[src/rtl/preadd_mac_pkg.sv]
package preadd_mac_pkg;
  typedef enum logic [2:0] {
    PM_SIMPLE = 3'd0,
    PM_COEF   = 3'd1,
    PM_INPUT  = 3'd2,
    PM_SQUARE = 3'd3,
    PM_CONST  = 3'd4
  } pa_mode_e;
endpackage

[src/rtl/mac_tap_delay.sv]
module mac_tap_delay #(
  parameter int W     = 8,
  parameter int DEPTH = 1
) (
  input  logic         clk_i,
  input  logic         rst_ni,
  input  logic         en_i,
  input  logic [W-1:0] d_i,
  output logic [W-1:0] q_o
);
  logic [W-1:0] sr_q [DEPTH];

  always_ff @(posedge clk_i or negedge rst_ni) begin
    if (!rst_ni) begin
      for (int i = 0; i < DEPTH; i++) sr_q[i] <= '0;
    end else if (en_i) begin
      sr_q[0] <= d_i;
      for (int i = 1; i < DEPTH; i++) sr_q[i] <= sr_q[i-1];
    end
  end

  assign q_o = sr_q[DEPTH-1];
endmodule

[src/rtl/mac_lane.sv]
module mac_lane import preadd_mac_pkg::*; #(
  parameter int A_W    = 8,
  parameter int B_W    = 8,
  parameter int C_W    = 8,
  parameter int COEF_W = 8,
  parameter int SEL_W  = 3,
  parameter int OP_W   = 9,
  parameter int PROD_W = 18,
  parameter int DEPTH  = 0,
  parameter logic [(2**SEL_W)*COEF_W-1:0] COEFS = '0
) (
  input  logic              clk_i,
  input  logic              rst_ni,
  input  logic              en_i,
  input  logic              sys_i,
  input  pa_mode_e          mode_i,
  input  logic [A_W-1:0]    a_i,
  input  logic [B_W-1:0]    b_i,
  input  logic [C_W-1:0]    c_i,
  input  logic [SEL_W-1:0]  sel_i,
  input  logic              psub_i,
  input  logic              msub_i,
  output logic [PROD_W-1:0] term_o
);
  localparam int BW = A_W + B_W + C_W + SEL_W + 2;

  logic [BW-1:0] raw, dly, pick;
  assign raw = {msub_i, psub_i, sel_i, c_i, b_i, a_i};

  // lane position sets the systolic skew
  if (DEPTH > 0) begin : g_skew
    mac_tap_delay #(.W(BW), .DEPTH(DEPTH)) i_skew (
      .clk_i(clk_i), .rst_ni(rst_ni), .en_i(en_i), .d_i(raw), .q_o(dly)
    );
  end else begin : g_noskew
    assign dly = raw;
  end

  assign pick = sys_i ? dly : raw;

  logic [A_W-1:0]   a_q;
  logic [B_W-1:0]   b_q;
  logic [C_W-1:0]   c_q;
  logic [SEL_W-1:0] sel_q;
  logic             psub_q, msub_q;

  always_ff @(posedge clk_i or negedge rst_ni) begin
    if (!rst_ni) begin
      {msub_q, psub_q, sel_q, c_q, b_q, a_q} <= '0;
    end else if (en_i) begin
      {msub_q, psub_q, sel_q, c_q, b_q, a_q} <= pick;
    end
  end

  logic signed [OP_W-1:0] a_x, b_x, c_x, k_x, pre, op_x, op_y;
  logic [COEF_W-1:0] k_raw;

  assign k_raw = COEFS[sel_q*COEF_W +: COEF_W];
  assign a_x   = OP_W'($signed(a_q));
  assign b_x   = OP_W'($signed(b_q));
  assign c_x   = OP_W'($signed(c_q));
  assign k_x   = OP_W'($signed(k_raw));
  assign pre   = psub_q ? (a_x - b_x) : (a_x + b_x);

  always_comb begin
    unique case (mode_i)
      PM_COEF:   begin op_x = pre; op_y = k_x; end
      PM_INPUT:  begin op_x = pre; op_y = c_x; end
      PM_SQUARE: begin op_x = pre; op_y = pre; end
      PM_CONST:  begin op_x = a_x; op_y = k_x; end
      default:   begin op_x = a_x; op_y = b_x; end
    endcase
  end

  logic signed [PROD_W-1:0] px, py, prod, term_q;
  assign px   = PROD_W'(op_x);
  assign py   = PROD_W'(op_y);
  assign prod = px * py;

  always_ff @(posedge clk_i or negedge rst_ni) begin
    if (!rst_ni)   term_q <= '0;
    else if (en_i) term_q <= msub_q ? -prod : prod;
  end

  assign term_o = term_q;

  p_square_nonneg_r4: assert property (@(posedge clk_i) disable iff (!rst_ni)
    (en_i && mode_i == PM_SQUARE && !msub_q) |=> !term_q[PROD_W-1]);

  p_simple_zero_r1: assert property (@(posedge clk_i) disable iff (!rst_ni)
    (en_i && mode_i == PM_SIMPLE && a_q == '0) |=> term_q == '0);
endmodule

[src/rtl/mac_sum.sv]
module mac_sum #(
  parameter int LANES  = 4,
  parameter int PROD_W = 18,
  parameter int RES_W  = 21
) (
  input  logic                    clk_i,
  input  logic                    rst_ni,
  input  logic                    en_i,
  input  logic                    sys_i,
  input  logic [LANES*PROD_W-1:0] terms_i,
  input  logic [RES_W-1:0]        chain_i,
  output logic [RES_W-1:0]        sum_o
);
  logic signed [RES_W-1:0] t_x [LANES];
  logic signed [RES_W-1:0] flat_n, flat_q;
  logic signed [RES_W-1:0] acc_q [LANES];
  logic                    all_pos;

  always_comb begin
    flat_n  = $signed(chain_i);
    all_pos = !chain_i[RES_W-1];
    for (int l = 0; l < LANES; l++) begin
      t_x[l]  = RES_W'($signed(terms_i[l*PROD_W +: PROD_W]));
      flat_n  = flat_n + t_x[l];
      all_pos = all_pos & !terms_i[l*PROD_W + PROD_W-1];
    end
  end

  always_ff @(posedge clk_i or negedge rst_ni) begin
    if (!rst_ni) begin
      flat_q <= '0;
      for (int l = 0; l < LANES; l++) acc_q[l] <= '0;
    end else if (en_i) begin
      flat_q   <= flat_n;
      acc_q[0] <= $signed(chain_i) + t_x[0];
      for (int l = 1; l < LANES; l++) acc_q[l] <= acc_q[l-1] + t_x[l];
    end
  end

  assign sum_o = sys_i ? acc_q[LANES-1] : flat_q;

  p_no_overflow_r12: assert property (@(posedge clk_i) disable iff (!rst_ni)
    (en_i && all_pos) |=> !flat_q[RES_W-1]);

  p_chain_head_sign_r9: assert property (@(posedge clk_i) disable iff (!rst_ni)
    (en_i && !chain_i[RES_W-1] && !terms_i[PROD_W-1]) |=> !acc_q[0][RES_W-1]);
endmodule

[src/rtl/preadd_sys_mac.sv]
module preadd_sys_mac import preadd_mac_pkg::*; #(
  parameter int LANES  = 4,
  parameter int A_W    = 8,
  parameter int B_W    = 8,
  parameter int C_W    = 8,
  parameter int COEF_W = 8,
  parameter int SEL_W  = 3,
  parameter logic [LANES*(2**SEL_W)*COEF_W-1:0] COEFS =
    256'h0103_F7E2_1A44_9C05_7F80_3311_C2D4_0E60_FF02_1407_E9B3_5528_6A01_8C3E_2247_D00F,
  localparam int NCOEF  = 2**SEL_W,
  localparam int MAX_AB = (A_W > B_W) ? A_W : B_W,
  localparam int MAX_CK = (C_W > COEF_W) ? C_W : COEF_W,
  localparam int OP_W   = ((MAX_AB > MAX_CK) ? MAX_AB : MAX_CK) + 1,
  localparam int PROD_W = 2 * OP_W,
  localparam int RES_W  = PROD_W + $clog2(LANES) + 1
) (
  input  logic                   clk_i,
  input  logic                   rst_ni,
  input  logic                   en_i,
  input  logic [2:0]             mode_i,
  input  logic                   sys_i,
  input  logic [LANES*A_W-1:0]   a_i,
  input  logic [LANES*B_W-1:0]   b_i,
  input  logic [LANES*C_W-1:0]   c_i,
  input  logic [LANES*SEL_W-1:0] sel_i,
  input  logic [LANES-1:0]       psub_i,
  input  logic [LANES-1:0]       msub_i,
  input  logic [RES_W-1:0]       chain_i,
  output logic [RES_W-1:0]       result_o
);
  pa_mode_e mode;
  assign mode = pa_mode_e'(mode_i);

  logic [LANES*PROD_W-1:0] terms;

  for (genvar l = 0; l < LANES; l++) begin : g_lane
    mac_lane #(
      .A_W(A_W), .B_W(B_W), .C_W(C_W), .COEF_W(COEF_W), .SEL_W(SEL_W),
      .OP_W(OP_W), .PROD_W(PROD_W), .DEPTH(l),
      .COEFS(COEFS[l*NCOEF*COEF_W +: NCOEF*COEF_W])
    ) i_lane (
      .clk_i  (clk_i),
      .rst_ni (rst_ni),
      .en_i   (en_i),
      .sys_i  (sys_i),
      .mode_i (mode),
      .a_i    (a_i[l*A_W +: A_W]),
      .b_i    (b_i[l*B_W +: B_W]),
      .c_i    (c_i[l*C_W +: C_W]),
      .sel_i  (sel_i[l*SEL_W +: SEL_W]),
      .psub_i (psub_i[l]),
      .msub_i (msub_i[l]),
      .term_o (terms[l*PROD_W +: PROD_W])
    );
  end

  // chain input follows lane 0 through input and product stages
  logic [RES_W-1:0] chain_d1, chain_d2;
  always_ff @(posedge clk_i or negedge rst_ni) begin
    if (!rst_ni) begin
      chain_d1 <= '0;
      chain_d2 <= '0;
    end else if (en_i) begin
      chain_d1 <= chain_i;
      chain_d2 <= chain_d1;
    end
  end

  mac_sum #(.LANES(LANES), .PROD_W(PROD_W), .RES_W(RES_W)) i_sum (
    .clk_i   (clk_i),
    .rst_ni  (rst_ni),
    .en_i    (en_i),
    .sys_i   (sys_i),
    .terms_i (terms),
    .chain_i (chain_d2),
    .sum_o   (result_o)
  );

  p_hold_on_idle_r10: assert property (@(posedge clk_i) disable iff (!rst_ni)
    (!en_i ##1 $stable(sys_i)) |-> $stable(result_o));
endmodule

[config.mk]
export PLATFORM = sky130hd
export DESIGN_NAME = preadd_sys_mac
export DESIGN_NICKNAME = d
export VERILOG_FILES = /design/src/rtl/preadd_mac_pkg.sv /design/src/rtl/mac_tap_delay.sv /design/src/rtl/mac_lane.sv /design/src/rtl/mac_sum.sv /design/src/rtl/preadd_sys_mac.sv
export SDC_FILE = /design/constraint.sdc
export NUM_CORES = 2
export LEC_CHECK = 0
export BUFFER_PORTS_ARGS = -buffer_cell sky130_fd_sc_hd__clkbuf_2
export CORE_MARGIN = 4
export CORE_UTILIZATION = 35
export CTS_CLUSTER_DIAMETER = 150
export DETAILED_ROUTE_END_ITERATION = 10
export SYNTH_ARGS = -nofsm -noshare
export SYNTH_HDL_FRONTEND = slang
export SYNTH_HIERARCHICAL = 1
export SYNTH_SLANG_ARGS = --single-unit
[constraint.sdc]
create_clock -name clk_i -period 10.32 [get_ports clk_i]
set_input_delay 1.548 -clock clk_i [delete_from_list [all_inputs] [get_ports clk_i]]
set_output_delay 1.548 -clock clk_i [all_outputs]
set_load 0.01 [all_outputs]
==> results.yml <==
worst_setup_path:
  crit_path_frequent_cell: "fa_1"
  critPathMaxStageDelay_ps: 620
  crit_arrival_ps: 9350
  critPathKind: "reg -> reg"
  critPathSlowestCell: "fa_1"
  crit_path_start_kind: "flip-flop"
  cp.required_ps: 10840
  crit_path_end_kind: "flip-flop"
  path_max_fanout: 8
synth:
  yosys_warnings: 6
  synth_nets: 5319
  synth_area_um2: 44900
  synth_common_cells: "509 x dfrtp_1, 467 x inv_1, 364 x nor2_1, 330 x fa_1, 322 x nand2_1"
  synth.area.mux_share: 0.124
  synth-compound-area-share: 0.129
  synth_cell_type_count: 116
  synth_top_family_by_area: "adder cells"
  yosys.cell_count.top_type: "dfrtp_1"
  yosys.area_share.simple: 0.114
  ys_seq_area_frac: 0.284
  synth-edff-count: 0
  syn_inst: 4540
  ys.flop_type: "dfrtp_1"
  ys_seq_elements: 509
  synthAdderAreaFrac: 0.232
  yosysTopAreaCell: "dfrtp_1"
  synthXorXnorAreaFrac: 0.0492
  avgSynthCellArea_um2: 9.88
  synth_top_area_share: 0.284
  synth_area_leaders: "dfrtp_1 28%, fa_1 15%, ha_1 8.5%"
  async_flop_share: 1.00
drt:
  dr.pass1.iters: 7
  met1Wirelength_um: 50900
  routed_wl_um: 106000
  vias: 32000
  via_per_inst: 5.08
  drc: 0
  highest_layer: "met5"
  wl_met3_um: 4570
  wl_per_cell_um: 16.9
  wl_met2_um: 48700
  ant_nets: 0
  first_iter_violations: 1864
die:
  io_pins: 165
  coreArea_um2: 128000
  die_y_um: 366
  fp.dieW_um: 366
  rows: 131
  die-area_um2: 134000
  start_util: 0.352
global_route:
  antenna_found_initial: 3
  grt_pass1_wl_um: 173000
  grt_pass1_vias: 31900
  grt_max_degree: 178
  gr-usage-all-layers: 0.157
  grt_overflow_total: 0
cts:
  ctsResizeCount: 0
  insertion_delay_ps: 650
  path_clk_slew_ps: 60
  hold_buffers: 0
  cts_tree: "built"
  cts_root_buf: "clkbuf_16"
  htree_levels: 2
  clock-sinks: 509
  cts_setup_buffers: 0
  cts_buffer_depth: 3
  cts_buffers: 57
placement:
  port_buffers: 164
  dp_hpwl_um: 82200
  dp_slack_ps: 1180
  place_congestion: 0.883
timing:
  finalMaxSlewViolations: 0
  fin_skew_ps: 28.6
  min_period_ps: 8830
  fin_crit_sh: 0.855
  max_freq_mhz: 113
  setup_violations: 0
  hold_viol_final: 0
  whs_ps: 488
  relSlewSlack: 0.271
  setup_slack_ps: 1490
  rsz0062_at_grt: "no"
  tns_ps: 0
  tightest_slew_ps: 1090
finish:
  area_growth_pct: 8.49
  diodes: 0
  drive_gt1_frac: 0.155
  nets: 5358
  utilization: 0.382
min_path:
  min_path_type: "reg -> reg"
status:
  status: "complete, no violations"
run:
  cap_violations: 0
-- kinds of logic after synthesis --
| logic type | count (synthesis) |
|---|---|
| xor+xnor | 251 |
| fa+ha+maj | 635 |
| compound gates | 896 |
| simple gates | 1083 |
| flops | 509 |
| buf+inv | 693 |
| mux | 473 |
-- metrics by stage --
stage / instances / area [um^2]
floorplan: 4540 / 44900
global placement: 6182 / 46800
detailed placement: 6182 / 46800
CTS: 6284 / 48700
global route: 6284 / 48700
finish: 6284 / 48700
-- routing by layer --
metal  global-route usage  vias to the layer above
li1                     -                    15400
met1                0.223                    15900
met2                0.255                      551
met3               0.0215                      105
met4               0.0338                        4
met5                    0                        -
-- layout by cell type, fill, tap and decap left out, drive strengths merged, types with 57 or more instances in the layout --
cell type / instances
fa: 330
nand2: 322
nor3: 57
o21ai: 200
mux2i: 117
a21oi: 312
xor2: 85
dfrtp: 509
a21o: 61
and2: 64
mux2: 356
clkbuf: 236
xnor2: 166
nor2b: 57
ha: 305
inv: 475
nor2: 364
-- final cells by class --
type,count,area [um^2]
clock buffers,77,1600
clock inverters,25,236
fillers,12600,78800
inverters,471,1770
multi-input cells,3338,29100
flip-flops and latches,509,12700
well taps,1662,2080
repair buffers,202,1160
-- worst max-delay path, delay by kind of cell, from the launching register on --
kind	cells	cell delay, ps
adders and majority gates	8	3570
AOI/OAI and AO/OA	9	2770
and+or+nand+nor	6	1250
DFF	1	530
muxes	1	300
buffers and inverters	1	150
xor gates and xnor gates	1	140
-- state kept, by name, indices dropped and copies added (netlist names) --
| register | flops |
|---|---|
| chain_d2 | 21 |
| g_lane.i_lane/g_skew.i_skew/sr_q | 87 |
| g_lane.i_lane/msub_q | 4 |
| g_lane.i_lane/c_q | 32 |
| g_lane.i_lane/psub_q | 4 |
| i_sum/flat_q | 21 |
| g_lane.i_lane/term_o | 72 |
| i_sum/acc_q | 84 |
| g_lane.i_lane/b_q | 32 |
| chain_d1 | 21 |
| g_lane.i_lane/g_skew.i_skew/q_o | 87 |
| g_lane.i_lane/sel_q | 12 |
| g_lane.i_lane/a_q | 32 |
-- worst paths after layout --
check / start / endpoint / slack (ps) / cells after the start
max: g_lane[1].i_lane/b_q[0] / g_lane[1].i_lane/term_o[17] / 1490 / 26
min: i_sum/acc_q[1] / i_sum/acc_q[1] / 490 / 2
max reg2reg: g_lane[1].i_lane/b_q[0] / g_lane[1].i_lane/term_o[17] / 1490 / 26
min reg2reg: i_sum/acc_q[1] / i_sum/acc_q[1] / 490 / 2
max in group asynchronous: rst_ni / g_lane[2].i_lane/c_q[7] / 7260 / 3
min in group asynchronous: rst_ni / g_lane[3].i_lane/g_skew.i_skew/sr_q[31] / 940 / 1
Power is left out: the tool's default activity adds up to more than one toggle a clock period on the data nets, which glitch-free logic cannot reach.
